File: src/rtl/rxe_pkg.sv
package rxe_pkg;
  // opcodes in the top byte of a stream word that open an image transfer
  localparam logic [7:0] OPC_STORE = 8'hA0;
  localparam logic [7:0] OPC_FETCH = 8'hC0;

  typedef enum logic [2:0] {
    ST_IDLE,
    ST_PLACE,
    ST_EXTENT,
    ST_STORE,
    ST_FETCH
  } eng_state_t;
endpackage

File: src/rtl/rxe_extent.sv
// Turns a raw extent field into a span where an all-zero field means full size.
module rxe_extent #(
  parameter int BITS = 10
) (
  input  logic [BITS-1:0] field,
  output logic [BITS:0]   span
);
  assign span = (field == '0) ? {1'b1, {BITS{1'b0}}} : {1'b0, field};
endmodule

File: src/rtl/rxe_walker.sv
// Walks a rectangle one pixel per step, keeping the column offset inside the
// current row so that a walk can stop and resume anywhere.
module rxe_walker #(
  parameter int X_BITS = 10,
  parameter int Y_BITS = 9,
  localparam int AW = X_BITS + Y_BITS
) (
  input  logic              clk,
  input  logic              rst_n,
  input  logic              load,
  input  logic [X_BITS-1:0] ld_x,
  input  logic [Y_BITS-1:0] ld_y,
  input  logic [X_BITS:0]   ld_w,
  input  logic [Y_BITS:0]   ld_h,
  input  logic              step,
  output logic [AW-1:0]     addr,
  output logic              active,
  output logic              last
);
  logic [X_BITS-1:0] x0_q, col_q, col_n, col_abs;
  logic [X_BITS:0]   w_q, col_nx;
  logic [Y_BITS-1:0] row_q, row_n;
  logic [Y_BITS:0]   left_q, left_n;
  logic              row_end, cnt_en;

  assign col_abs = x0_q + col_q;
  assign addr    = {row_q, col_abs};
  assign active  = (left_q != '0);
  assign col_nx  = {1'b0, col_q} + {{X_BITS{1'b0}}, 1'b1};
  assign row_end = (col_nx == w_q);
  assign last    = active && row_end && (left_q == {{Y_BITS{1'b0}}, 1'b1});
  assign cnt_en  = load || (step && active);

  always_comb begin
    col_n  = col_q;
    row_n  = row_q;
    left_n = left_q;
    if (load) begin
      col_n  = '0;
      row_n  = ld_y;
      left_n = ld_h;
    end else if (step && active) begin
      if (row_end) begin
        col_n  = '0;
        row_n  = row_q + {{(Y_BITS-1){1'b0}}, 1'b1};
        left_n = left_q - {{Y_BITS{1'b0}}, 1'b1};
      end else begin
        col_n = col_nx[X_BITS-1:0];
      end
    end
  end

  always_ff @(posedge clk or negedge rst_n) begin
    if (!rst_n) begin
      col_q  <= '0;
      row_q  <= '0;
      left_q <= '0;
    end else if (cnt_en) begin
      col_q  <= col_n;
      row_q  <= row_n;
      left_q <= left_n;
    end
  end

  // rectangle origin and width: data registers, loaded only with a header
  always_ff @(posedge clk) begin
    if (load) begin
      x0_q <= ld_x;
      w_q  <= ld_w;
    end
  end

  // the column offset always stays inside the rectangle width
  a_r4_col_in_span: assert property (@(posedge clk) disable iff (!rst_n)
    active |-> ({1'b0, col_q} < w_q));

  // a row ends exactly when the rows-left count steps down by one
  a_r5_row_count: assert property (@(posedge clk) disable iff (!rst_n)
    (step && active && !load && row_end) |=> (left_q == $past(left_q) - 1'b1));
endmodule

File: src/rtl/rect_xfer_engine.sv
module rect_xfer_engine
  import rxe_pkg::*;
#(
  parameter int X_BITS = 10,
  parameter int Y_BITS = 9,
  parameter int PIX_W  = 16,
  localparam int WORD_W = 2 * PIX_W,
  localparam int AW     = X_BITS + Y_BITS,
  localparam int V_LSB  = PIX_W
) (
  input  logic              clk,
  input  logic              rst_n,
  input  logic              in_valid,
  output logic              in_ready,
  input  logic [WORD_W-1:0] in_data,
  output logic              out_valid,
  input  logic              out_ready,
  output logic [WORD_W-1:0] out_data,
  output logic              mem_en,
  output logic              mem_we,
  output logic [AW-1:0]     mem_addr,
  output logic [PIX_W-1:0]  mem_wdata,
  input  logic [PIX_W-1:0]  mem_rdata,
  output logic              busy,
  output logic              img_ready,
  output logic              dirty_valid,
  output logic [X_BITS-1:0] dirty_x,
  output logic [Y_BITS-1:0] dirty_y,
  output logic [X_BITS:0]   dirty_w,
  output logic [Y_BITS:0]   dirty_h
);
  // ---------------------------------------------------------------- reset
  logic rst_meta, rst_q;
  always_ff @(posedge clk or negedge rst_n) begin
    if (!rst_n) begin
      rst_meta <= 1'b0;
      rst_q    <= 1'b0;
    end else begin
      rst_meta <= 1'b1;
      rst_q    <= rst_meta;
    end
  end

  // ---------------------------------------------------------------- state
  eng_state_t        st_q, st_n;
  logic              fetch_q, fetch_n;     // open header is a read
  logic [1:0]        halves_q, halves_n;   // pixels left in the write buffer
  logic              img_q, img_n;
  logic              pend_q, pend_n;       // memory read in flight
  logic              plast_q, plast_n;     // in-flight read is the final pixel
  logic              havelo_q, havelo_n;   // low half of output word captured
  logic              oval_q, oval_n;
  logic              dv_q, dv_n;

  logic [X_BITS-1:0] x_q;
  logic [Y_BITS-1:0] y_q;
  logic [WORD_W-1:0] wbuf_q, wbuf_n;
  logic [PIX_W-1:0]  lo_q;
  logic [WORD_W-1:0] out_q, out_n;
  logic [X_BITS-1:0] dx_q;
  logic [Y_BITS-1:0] dy_q;
  logic [X_BITS:0]   dw_q;
  logic [Y_BITS:0]   dh_q;

  // ---------------------------------------------------------------- decode
  logic [7:0]        opc;
  logic              is_store_op, is_fetch_op, is_img_op;
  logic              in_fire, out_fire;
  logic              hdr_done, rd_abort, wr_pix, rd_issue;
  logic [X_BITS:0]   span_w;
  logic [Y_BITS:0]   span_h;
  logic [AW-1:0]     w_addr;
  logic              w_active, w_last;

  assign opc         = in_data[WORD_W-1 -: 8];
  assign is_store_op = (opc == OPC_STORE);
  assign is_fetch_op = (opc == OPC_FETCH);
  assign is_img_op   = is_store_op || is_fetch_op;

  assign in_ready = (st_q == ST_STORE) ? (halves_q == 2'd0) : 1'b1;
  assign in_fire  = in_valid && in_ready;
  assign out_fire = oval_q && out_ready;

  assign hdr_done = (st_q == ST_EXTENT) && in_fire;
  assign rd_abort = (st_q == ST_FETCH) && in_fire && is_img_op;
  assign wr_pix   = (st_q == ST_STORE) && (halves_q != 2'd0);
  assign rd_issue = (st_q == ST_FETCH) && !rd_abort && !pend_q && !oval_q && w_active;

  rxe_extent #(.BITS(X_BITS)) u_span_w (
    .field (in_data[X_BITS-1:0]),
    .span  (span_w)
  );

  rxe_extent #(.BITS(Y_BITS)) u_span_h (
    .field (in_data[V_LSB +: Y_BITS]),
    .span  (span_h)
  );

  rxe_walker #(.X_BITS(X_BITS), .Y_BITS(Y_BITS)) u_walk (
    .clk    (clk),
    .rst_n  (rst_q),
    .load   (hdr_done),
    .ld_x   (x_q),
    .ld_y   (y_q),
    .ld_w   (span_w),
    .ld_h   (span_h),
    .step   (wr_pix || rd_issue),
    .addr   (w_addr),
    .active (w_active),
    .last   (w_last)
  );

  // ---------------------------------------------------------------- next state
  always_comb begin
    st_n     = st_q;
    fetch_n  = fetch_q;
    halves_n = halves_q;
    img_n    = img_q;
    pend_n   = pend_q;
    plast_n  = plast_q;
    havelo_n = havelo_q;
    oval_n   = oval_q;
    dv_n     = 1'b0;
    unique case (st_q)
      ST_IDLE: begin
        if (in_fire && is_img_op) begin
          st_n    = ST_PLACE;
          fetch_n = is_fetch_op;
        end
      end
      ST_PLACE: begin
        if (in_fire) st_n = ST_EXTENT;
      end
      ST_EXTENT: begin
        if (in_fire) begin
          st_n     = fetch_q ? ST_FETCH : ST_STORE;
          img_n    = fetch_q;
          halves_n = 2'd0;
          pend_n   = 1'b0;
          havelo_n = 1'b0;
          oval_n   = 1'b0;
        end
      end
      ST_STORE: begin
        if (in_fire) begin
          halves_n = 2'd2;
        end else if (wr_pix) begin
          if (w_last) begin
            st_n     = ST_IDLE;
            halves_n = 2'd0;
            dv_n     = 1'b1;
          end else begin
            halves_n = halves_q - 2'd1;
          end
        end
      end
      ST_FETCH: begin
        if (rd_abort) begin
          st_n     = ST_PLACE;
          fetch_n  = is_fetch_op;
          img_n    = 1'b0;
          oval_n   = 1'b0;
          pend_n   = 1'b0;
          havelo_n = 1'b0;
        end else begin
          if (rd_issue) begin
            pend_n  = 1'b1;
            plast_n = w_last;
          end
          if (pend_q) begin
            pend_n = 1'b0;
            if (havelo_q || plast_q) begin
              oval_n   = 1'b1;
              havelo_n = 1'b0;
            end else begin
              havelo_n = 1'b1;
            end
          end
          if (out_fire) begin
            oval_n = 1'b0;
            if (!w_active && !pend_q) begin
              st_n  = ST_IDLE;
              img_n = 1'b0;
            end
          end
        end
      end
      default: st_n = ST_IDLE;
    endcase
  end

  always_comb begin
    wbuf_n = in_fire ? in_data : (wbuf_q >> PIX_W);
    out_n  = havelo_q ? {mem_rdata, lo_q} : {{PIX_W{1'b0}}, mem_rdata};
  end

  // ---------------------------------------------------------------- registers
  always_ff @(posedge clk or negedge rst_q) begin
    if (!rst_q) begin
      st_q     <= ST_IDLE;
      fetch_q  <= 1'b0;
      halves_q <= 2'd0;
      img_q    <= 1'b0;
      pend_q   <= 1'b0;
      plast_q  <= 1'b0;
      havelo_q <= 1'b0;
      oval_q   <= 1'b0;
      dv_q     <= 1'b0;
    end else begin
      st_q     <= st_n;
      fetch_q  <= fetch_n;
      halves_q <= halves_n;
      img_q    <= img_n;
      pend_q   <= pend_n;
      plast_q  <= plast_n;
      havelo_q <= havelo_n;
      oval_q   <= oval_n;
      dv_q     <= dv_n;
    end
  end

  // data registers with explicit enables, no reset
  logic place_en, wbuf_en, cap_en, dirty_en;
  assign place_en = (st_q == ST_PLACE) && in_fire;
  assign wbuf_en  = (st_q == ST_STORE) && (in_fire || wr_pix);
  assign cap_en   = (st_q == ST_FETCH) && pend_q && !rd_abort;
  assign dirty_en = hdr_done && !fetch_q;

  always_ff @(posedge clk) begin
    if (place_en) begin
      x_q <= in_data[X_BITS-1:0];
      y_q <= in_data[V_LSB +: Y_BITS];
    end
    if (wbuf_en) wbuf_q <= wbuf_n;
    if (cap_en && !havelo_q) lo_q <= mem_rdata;
    if (cap_en && (havelo_q || plast_q)) out_q <= out_n;
    if (dirty_en) begin
      dx_q <= x_q;
      dy_q <= y_q;
      dw_q <= span_w;
      dh_q <= span_h;
    end
  end

  // ---------------------------------------------------------------- outputs
  assign mem_en      = wr_pix || rd_issue;
  assign mem_we      = wr_pix;
  assign mem_addr    = w_addr;
  assign mem_wdata   = wbuf_q[PIX_W-1:0];
  assign out_valid   = oval_q;
  assign out_data    = out_q;
  assign busy        = (st_q != ST_IDLE);
  assign img_ready   = img_q;
  assign dirty_valid = dv_q;
  assign dirty_x     = dx_q;
  assign dirty_y     = dy_q;
  assign dirty_w     = dw_q;
  assign dirty_h     = dh_q;

  // ---------------------------------------------------------------- checks
  // a stalled output word is held unless a new opcode ends the read
  a_r8_hold_word: assert property (@(posedge clk) disable iff (!rst_q)
    (out_valid && !out_ready && !rd_abort) |=> (out_valid && $stable(out_data)));

  // the completion report is a single-cycle pulse
  a_r9_dirty_pulse: assert property (@(posedge clk) disable iff (!rst_q)
    dirty_valid |=> !dirty_valid);

  // an open read always counts as busy
  a_r7_img_busy: assert property (@(posedge clk) disable iff (!rst_q)
    img_ready |-> busy);

  // an idle block leaves the memory alone
  a_r2_idle_quiet: assert property (@(posedge clk) disable iff (!rst_q)
    !busy |-> !mem_en);

  // memory writes never happen while a read is open
  a_r4_no_write_in_read: assert property (@(posedge clk) disable iff (!rst_q)
    (mem_en && mem_we) |-> !img_ready);

  // a new opcode during a read closes it in the next cycle
  a_r10_abort_closes: assert property (@(posedge clk) disable iff (!rst_q)
    rd_abort |=> (!img_ready && !out_valid && busy));
endmodule

File: config.mk
export PLATFORM = sky130hd
export DESIGN_NAME = rect_xfer_engine
export DESIGN_NICKNAME = d
export VERILOG_FILES = /design/src/rtl/rxe_pkg.sv /design/src/rtl/rxe_extent.sv /design/src/rtl/rxe_walker.sv /design/src/rtl/rect_xfer_engine.sv
export SDC_FILE = /design/constraint.sdc
export NUM_CORES = 1
export LEC_CHECK = 0
export ABC_AREA = 1
export BUFFER_PORTS_ARGS = -buffer_cell sky130_fd_sc_hd__buf_2
export CORE_MARGIN = 3
export CORE_UTILIZATION = 50
export DETAILED_ROUTE_END_ITERATION = 8
export GPL_TIMING_DRIVEN = 0
export MAX_ROUTING_LAYER = met4
export PLACE_DENSITY = 0.79
export SYNTH_ARGS = -nofsm -noshare
export SYNTH_HDL_FRONTEND = slang
export SYNTH_SLANG_ARGS = --single-unit
File: constraint.sdc
create_clock -name clk -period 3.2 [get_ports clk]
set_input_delay 0.96 -clock clk [delete_from_list [all_inputs] [get_ports clk]]
set_output_delay 0.96 -clock clk [all_outputs]
set_load 0.005 [all_outputs]
==> flow_summary.toml, run 1 <==
[synth]
synth.distinct_cells = 40
yosys.area.top_type = "edfxtp_1"
ys_warn_count = 0
synth_seq_area_share_pct = 65.0
synthFlopType = "edfxtp_1"
async_reset_ff_share_pct = 21.2
synthTopCellsByCount = "232 x nand2_1, 160 x edfxtp_1, 98 x inv_1"
synth_nets = 911
synth.avg_cell_area_um2 = 10.7
synth_area_leaders = "edfxtp_1 53%, dfrtp_1 12%, nand2_1 9.6%"
synth_area_mm2 = 0.00905
synth_cells = 844
yosysTopAreaCellShare_pct = 53.1
synth_edf_count = 160
yosys_register_bits = 203
yosysMostFrequentCell = "nand2_1"

[layout]
syn_to_final_growth_pct = 23.4
fin_util_pct = 63.7
layout-drive-gt1-share_pct = 28.7
layout.nets = 1112
design_area_mm2 = 0.0112

[power_and_ir_drop]
leakage_nw = 5.02
intPower_w = 0.00572
max-vdd-ir-drop_mv = 0.500
power_frac_clock_pct = 30.1
p_comb_share_pct = 26.4
switching_share_pct = 31.0
power.share.sequential_pct = 43.5
power_density_mw_per_mm2 = 743
switchingPower_w = 0.00258

[status]
status = "finished, violations left"
violations = "setup timing"

[routing]
drcViolationCount = 0
wl_per_cell_um = 16.8
vias = 6629
first_pass_iters = 5
drtAntennaViolNets = 0
drt-total-wl_um = 21600
drt_iter0_markers = 485
vias_per_cell = 5.15

[run]
maxCapViolations = 0

[die]
die_w_um = 141
dieArea_mm2 = 0.0198
die_h_um = 141
initial_core_util_pct = 51.6
fp.coreArea_mm2 = 0.0175
ios = 166
row_count = 48

[critical_path]
cp.arrival_ns = 2.28
crit_required_ns = 2.24
reg2reg_depth = 10
crit_path_start_kind = "flop"
critPathKind = "reg2out"
end_kind = "primary output"
crit_fanout = 2
worstReg2RegStart = "halves_q[0]"
critPathLaunch = "u_walk.col_q[0]"

[clock_network]
cts_tree = "built"
cts_hold_buffers = 0
cts_max_level = 1
cts_root_buffer = "clkbuf_16"
numCtsBuffers = 22
path_clk_slew_ns = 0.06
clockBufferDepth = 3
cts.sinks = 203
worstSkewPairLatency_ns = 0.50

[place]
io_buffers = 165
placed_area_mm2 = 0.0103
dpl.hpwl_um = 15000
gp_congestion = 0.940

[sta]
period_share_pct = 101
fin_worst_skew_ns = 0.0187
fin_ws_ns = -0.0409
fmax_mhz = 309
setup_violations = 2
finalHoldViolations = 0
drv_slew = 0
min_period_ns = 3.24
rsz0062_at_grt = "true"
worst_pin_slew_ns = 0.888
slew_headroom_pct = 40.7

[grt]
grt_max_degree = 34
grt_use_total_pct = 22.3
antenna_found_initial = 2
grt-ovfl-total = 0
grt_pass1_wl_um = 34300
grt_pass1_vias = 6610

[min_path]
holdCritPathClass = "reg2async"
-- final timing paths --
path	to	slack, ns
hold / removal	st_q[1]	0.12
setup reg to reg	u_walk.row_q[8]	0.59
min in group clk	rst_q	0.35
max in group asynchronous	u_walk.col_q[2]	2.59
setup / recovery	mem_addr[8]	-0.04
hold reg to reg	st_q[1]	0.12
-- worst max-delay path, stage by stage, from the launching register on --
cell     delay [ns]
dfrtp_1        0.39
ha_4           0.17
inv_2          0.05
fa_2           0.35
o21ai_2        0.15
nand2_1        0.08
nand2_2        0.06
a21oi_2        0.06
nor2_1         0.09
o21ai_1        0.07
nand2_1        0.08
xor2_1         0.13
buf_2          0.12
-- area by class of cell --
cell class	count	area [um^2]
Clock buffer	29	608
Inverter	103	387
Buffer	53	297
Sequential cell	203	5890
Tap cell	225	282
Antenna cell	2	5.00
Fill cell	1358	6370
Multi-Input combinational cell	485	2620
Timing Repair Buffer	177	981
Clock inverter	11	109
-- kinds of logic after synthesis --
kind of cell	share of synthesized area, %
AO/OA/AOI/OAI	5.27
flip-flops	65.0
AND/OR/NAND/NOR	18.0
buffers and inverters	7.53
XOR/XNOR	2.03
adder cells (fa/ha/maj)	2.16
other	0.0414
-- layer usage --
layer	vias up	track usage [%]	wire length (um)
met3	53	2.97	1270
met4	0	7.09	654
li1	3166	-	-
met5	-	-	0
met2	255	37.0	10900
met1	3155	28.8	8840
-- sequential cells by signal, indices dropped and copies added, names as in the netlist, 11 cells and up --
register,flops
wbuf_q,32
out_data,32
lo_q,16
u_walk.w_q,11
dirty_w,11
-- layout by cell type, fill, tap and decap left out, types with 25 or more instances in the layout --
cell type,instances
nand3_1,34
dfrtp_1,38
o21ai_0,35
clkbuf_1,33
nor2_1,49
buf_2,167
inv_1,97
nand2_1,230
buf_4,25
edfxtp_1,160
-- metrics by stage --
| step | total power [W] | std cells | setup TNS, ns | hold slack (ns) | worst slack [ns] |
|---|---|---|---|---|---|
| final | 0.00830 | 1288 | -0.0425 | 0.122 | -0.0409 |
| after global routing | 0.00873 | 1288 | -0.399 | 0.146 | -0.228 |
| after CTS | 0.00829 | 1284 | -0.0494 | 0.135 | -0.0494 |
| after detailed placement | 0.00569 | 1238 | -0.0580 | 0.129 | -0.00460 |
| after global placement | 0.00555 | 1234 | -58.93 | 0.334 | -0.696 |
| after floorplan | 0.00493 | 844 | 0 | 0.331 | 0.0681 |
-- power by group through the flow --
stage | Clock, W | Combinational, W | Sequential [W]
global placement | 0 | 0.00189 | 0.00366
global route | 0.00264 | 0.00244 | 0.00365
detailed placement | 0 | 0.00204 | 0.00365
floorplan | 0 | 0.00132 | 0.00361
CTS | 0.00255 | 0.00214 | 0.00360
finish | 0.00250 | 0.00219 | 0.00361
-- what timing repair did --
item	CTS	global route
setup endpoints to repair	4	3
pin swaps	2	0
buffers inserted	6	2
resized for setup	21	6
gates cloned	0	0
hold endpoints to repair	0	0
Power figures use the tool's default switching activity.
==> run 2: changes to the inputs <==
--- a/config.mk
+++ b/config.mk
@@ -15,4 +15,5 @@
 export PLACE_DENSITY = 0.79
 export SYNTH_ARGS = -nofsm -noshare
 export SYNTH_HDL_FRONTEND = slang
+export SYNTH_HIERARCHICAL = 1
 export SYNTH_SLANG_ARGS = --single-unit
==> run 2 against run 1 <==
Effect of this change:
- the run still ends with setup timing left
- worst hold slack got worse by 0.013 ns
- design area increased by 1.0%
- largest cell class unchanged
- largest power group unchanged
- wire length increased by 5.6%
- critical endpoint unchanged
- register-to-register slack got worse by 0.29 ns
==> flow_summary.toml, run 2 <==
[routing]
first_pass_iters = 5
drt_iter0_markers = 676
vias_per_cell = 5.18
vias = 7044
drt-total-wl_um = 22800
drcViolationCount = 0
drtAntennaViolNets = 0
wl_per_cell_um = 16.8

[synth]
synth_cells = 911
yosys.area_share.simple_pct = 22.0
synth-compound-area-share_pct = 3.43
muxShareOfSynthArea_pct = 0
synth.avg_cell_area_um2 = 10.1
synth_nets = 979
synth_edf_count = 160
yosysMostFrequentCell = "nand2_1"
synth_seq_area_share_pct = 64.0
synth_top_family_by_area = "simple AND/OR/NAND/NOR gates"
ys_warn_count = 6
synth_area_mm2 = 0.00918
synth_fa_ha_area_share_pct = 2.26
synthFlopType = "edfxtp_1"
synth_area_leaders = "edfxtp_1 52%, nand2_1 12%, dfrtp_1 12%"
synthTopCellsByCount = "289 x nand2_1, 160 x edfxtp_1, 88 x inv_1"
synth.distinct_cells = 37
async_reset_ff_share_pct = 21.2
yosysTopAreaCellShare_pct = 52.3
yosys.area.top_type = "edfxtp_1"
yosys_register_bits = 203
synth_xor_area_share_pct = 1.34

[grt]
grt_pass1_wl_um = 35500
grt_max_degree = 36
grt_use_total_pct = 23.0
grt_pass1_vias = 6914
antenna_found_initial = 0
grt-ovfl-total = 0

[sta]
fin_worst_skew_ns = 0.0138
fmax_mhz = 305
drv_slew = 0
min_period_ns = 3.28
rsz0062_at_grt = "true"
setup_violations = 1
finalHoldViolations = 0
period_share_pct = 103
fin_ws_ns = -0.0821
worst_pin_slew_ns = 1.22
slew_headroom_pct = 18.3

[critical_path]
crit_path_start_kind = "flop"
worstReg2RegStart = "u_walk/col_q[0]"
cp.arrival_ns = 2.32
cp_common_cell = "nand2_1"
critPathLaunch = "u_walk/col_q[0]"
crit_fanout = 2
path_cells = "ha_4, fa_2, nand3_2, nand3_2, nand2_1, nand2_1, nand2_2, a21boi_2, o21ai_1, nand2_1, xor2_1, buf_2"
cp_slowest_cell = "dfrtp_2"
crit_required_ns = 2.24
critPathKind = "reg2out"
max_stage_delay_ns = 0.44
critPathBufInv = 1
critPathTopFamily = "adder cells"
end_kind = "primary output"

[clock_network]
cts.sinks = 203
clockBufferDepth = 3
cts_tree = "built"
cts_max_level = 1
numCtsBuffers = 22
path_clk_slew_ns = 0.06
cts_hold_buffers = 0
cts_root_buffer = "clkbuf_16"
worstSkewPairLatency_ns = 0.50

[layout]
layout.nets = 1187
mostFrequentLayoutCell = "nand2_1"
layout-drive-gt1-share_pct = 25.7
final_cell_mix = "288 x nand2_1, 173 x buf_2, 160 x edfxtp_1"
syn_to_final_growth_pct = 22.9
diodes = 0
layout.cells.non_filler = 1360

[die]
ios = 166
die_h_um = 142
dieArea_mm2 = 0.0200
die_w_um = 142
fp.coreArea_mm2 = 0.0177
row_count = 48
initial_core_util_pct = 52.0

[power_and_ir_drop]
leakage_nw = 5.25
power_density_mw_per_mm2 = 695
max-vdd-ir-drop_mv = 0.387

[place]
dp_slack_ns = -0.789
gp_congestion = 0.962
dp_cells = 1303
io_buffers = 165
dpl.hpwl_um = 15700

[status]
status = "finished, violations left"
violations = "setup timing"

[min_path]
holdCritPathClass = "reg2async"

[run]
maxCapViolations = 0
==> run 2: cell count changes in the layout (fill, tap and decap cells not counted), sizes merged, moves of 4 or more <==
cell	previous run	this run
nand2	242	295
nor3	7	3
o21ai	52	27
xnor2	8	4
clkbuf	58	63
o21a	5	0
inv	103	93
nand3	37	73
nor2	61	85
buf	201	209
==> run 2: logic make-up after synthesis <==
family / Yosys count
xor+xnor: 14
simple gates: 477
compound gates: 53
other cells: 1
buf+inv: 147
fa+ha+maj: 16
flops: 203
==> run 2: power breakdown <==
part | leakage [nW] | switching [W] | internal [W] | total [W]
Clock | 0.338 | 0.000984 | 0.00139 | 0.00238
Sequential | 2.07 | 0.000253 | 0.00332 | 0.00357
Combinational | 2.84 | 0.00119 | 0.000703 | 0.00190
Total | 5.25 | 0.00243 | 0.00542 | 0.00785
==> run 2: layer usage <==
layer	global-route usage, %	routed length, um
met4	7.93	637
met1	28.3	9090
met5	-	0
met3	3.03	1250
met2	39.3	11800
==> run 2: worst paths after layout <==
path                       slack (ns)              end  cells after the start
max                             -0.08      mem_addr[8]                     12
min                              0.11        out_valid                      0
max reg2reg                      0.30          st_q[0]                     20
min reg2reg                      0.11        out_valid                      0
max in group asynchronous        2.61  u_walk/col_q[1]                      1
min in group clk                 0.35            rst_q                      0
==> run 2: stage by stage <==
| step | setup TNS [ns] | power, W | util [%] | hold WS, ns | instance area [um^2] |
|---|---|---|---|---|---|
| 3_3_place_gp | -40.77 | 0.00526 | 58.3 | 0.336 | 10300 |
| 4_1_cts | -0.0931 | 0.00778 | 63.1 | 0.114 | 11100 |
| 3_5_place_dp | -41.96 | 0.00534 | 58.6 | 0.111 | 10300 |
| 5_1_grt | -0.470 | 0.00824 | 63.9 | 0.126 | 11300 |
| 2_1_floorplan | 0 | 0.00469 | - | 0.331 | 9200 |
| 6_report | -0.0821 | 0.00785 | 63.9 | 0.110 | 11300 |
==> run 2: worst reg2reg max path, cell delays in order, from the launching register on <==
cell      delay [ns]
dfrtp_2         0.44
buf_4           0.17
ha_1            0.22
nand2_2         0.17
nor2_2          0.07
nand3b_1        0.15
nand2_1         0.12
nand2_1         0.09
nand2_1         0.06
nor2_1          0.09
nand4_1         0.27
nor2_1          0.22
inv_1           0.11
nor2_1          0.10
nor2_1          0.05
nor2_1          0.14
nand2_1         0.11
inv_1           0.07
nand3_1         0.07
nand2_1         0.06
nand2_1         0.05
==> run 2: area by class of cell <==
class	count	area, um^2
Buffer	55	292
Clock inverter	6	35.0
Inverter	92	345
Clock buffer	34	647
Timing Repair Buffer	183	981
Tap cell	225	282
Sequential cell	203	5890
Multi-Input combinational cell	562	2820
Fill cell	1371	6370
==> run 2: timing repair <==
item,CTS,global route
pin swaps,2,6
hold endpoints to repair,0,0
endpoints found under the setup margin,45,6
gates resized for setup,21,10
buffers inserted,2,14
gates cloned,1,0
==> run 3: changes to the inputs <==
==> constraint.sdc (replaced) <==
create_clock -name clk -period 3.2 [get_ports clk]
set_input_delay 0.16 -clock clk [delete_from_list [all_inputs] [get_ports clk]]
set_output_delay 0.16 -clock clk [all_outputs]
set_load 0.005 [all_outputs]
==> run 3 against run 2 <==
Effect of this change:
- the flow now finishes without violations
- flip-flop and latch count unchanged
- total power rose by 1.9%
- worst setup slack gained 0.38 ns
- wire length is 1.6% higher
- first-iteration DRC count is 5.5% higher
- critical path depth down 1
- sequential power barely moved
- clock-buffer cell count down 4
- non-clock buffer count increased by 37
- cell count increased by 2.7%
==> flow_summary.toml, run 3 (synthesized netlist as in run 2, its figures left out) <==
[die]
ios = 166
row_count = 48
fp.coreArea_mm2 = 0.0177
die_h_um = 142
initial_core_util_pct = 52.0
dieArea_mm2 = 0.0200
die_w_um = 142

[critical_path]
path_cells = "inv_1, nand3_1, nor2_2, buf_16, clkbuf_1, inv_1, clkbuf_1, nor2_1, a31oi_1, nand3_1, nand2_1"
worstReg2RegStart = "st_q[2]"
max_stage_delay_ns = 0.54
cp.arrival_ns = 3.29
critPathKind = "reg2reg"
cp_slowest_cell = "nor2_2"
critPathTopFamily = "buffers and inverters"
critPathLaunch = "st_q[2]"
rrSetupSlack_ns = 0.29
crit_path_start_kind = "flop"
critPathBufInv = 5
r2r-end = "u_walk/left_q[8]"
crit_fanout = 16
crit_required_ns = 3.59
critPathCapture = "u_walk/left_q[8]"
reg2reg_depth = 11
path_depth = 11
end_kind = "flop"

[sta]
hold_ws_ns = 0.0145
fin_setup_tns_ns = 0
rsz0062_at_grt = "false"
fmax_mhz = 344
setup_violations = 0
worst_pin_slew_ns = 1.24
period_share_pct = 90.8
min_period_ns = 2.91
fin_worst_skew_ns = 0.0121
slew_headroom_pct = 17.3
drv_slew = 0
finalHoldViolations = 0

[status]
status = "completed"

[clock_network]
numCtsBuffers = 22
cts_max_level = 1
worstSkewPairLatency_ns = 0.50
cts_root_buffer = "clkbuf_16"
path_clk_slew_ns = 0.07
clockBufferDepth = 3
cts.sinks = 203
cts_tree = "built"

[run]
maxCapViolations = 0

[layout]
final_cell_mix = "289 x nand2_1, 173 x buf_2, 160 x edfxtp_1"
syn_to_final_growth_pct = 26.7
mostFrequentLayoutCell = "nand2_1"
layout.nets = 1223
design_area_mm2 = 0.0116
layout-drive-gt1-share_pct = 22.1
fin_util_pct = 65.9

[routing]
wl_per_cell_um = 16.6
drcViolationCount = 0
first_pass_iters = 5
drt_iter0_markers = 713
wl_met2_um = 11700
drt-met1-wl_um = 8810
drtAntennaViolNets = 0
drt-total-wl_um = 23200
vias_per_cell = 5.25
top_layer_used = "met4"
met3_length_um = 1760
vias = 7338

[place]
gp_congestion = 0.928
dpl.hpwl_um = 15600
placed_area_mm2 = 0.0104
io_buffers = 165

[min_path]
holdCritPathClass = "in2reg"

[grt]
antenna_found_initial = 1
grt_pass1_wl_um = 36900
grt_use_total_pct = 23.9
grt-ovfl-total = 0
grt_pass1_vias = 7228
grt_max_degree = 41

[power_and_ir_drop]
finalPower_w = 0.00800
max-vdd-ir-drop_mv = 0.438
power_density_mw_per_mm2 = 687
leakage_nw = 5.42
==> run 3: final cells by class <==
| class | instances | area (um^2) |
|---|---|---|
| Fill cell | 1298 | 6020 |
| Sequential cell | 203 | 5880 |
| Multi-Input combinational cell | 561 | 2690 |
| Timing Repair Buffer | 220 | 1400 |
| Clock buffer | 30 | 612 |
| Inverter | 92 | 345 |
| Buffer | 55 | 292 |
| Tap cell | 225 | 282 |
| Clock inverter | 10 | 131 |
| Antenna cell | 1 | 2.50 |
==> run 3: how the worst min path moves through the flow <==
stage,from,endpoint,slack [ns],depth (start not counted)
after CTS,in_data[30],fetch_q,0.007,3
after detailed placement,rst_n,rst_meta,-0.05,1
after global routing,in_data[30],fetch_q,0.005,3
after global placement,rst_n,rst_meta,-0.05,1
final,in_data[30],wbuf_q[30],0.01,3
after floorplan,rst_n,rst_meta,-0.14,0
==> run 3: per-layer routing <==
metal	up-vias	track usage, %
li1	3466	-
met1	3444	29.4
met2	365	40.1
met3	63	3.77
met4	0	8.99
met5	-	-
==> run 3: stage by stage <==
stage | instances | setup slack [ns]
floorplan | 911 | 0.232
global placement | 1301 | -0.922
detailed placement | 1304 | 0.202
CTS | 1394 | 0.137
global route | 1397 | 0.0960
finish | 1397 | 0.294
==> run 3: worst min-delay path, delay by kind of cell <==
kind | cells | cell delay [ns]
buffers and inverters | 2 | 0.16
and+or+nand+nor | 1 | 0.08
==> run 3: power by group <==
part | switching (W) | internal [W]
clock network | 0.00100 | 0.00158
logic | 0.00116 | 0.000687
registers | 0.000247 | 0.00332
total | 0.00241 | 0.00559
==> run 3: timing repair <==
action	CTS	global route
hold buffers	50	0
resized for setup	0	0
setup endpoints to repair	0	2
hold endpoints to repair	87	0
setup buffers	0	2
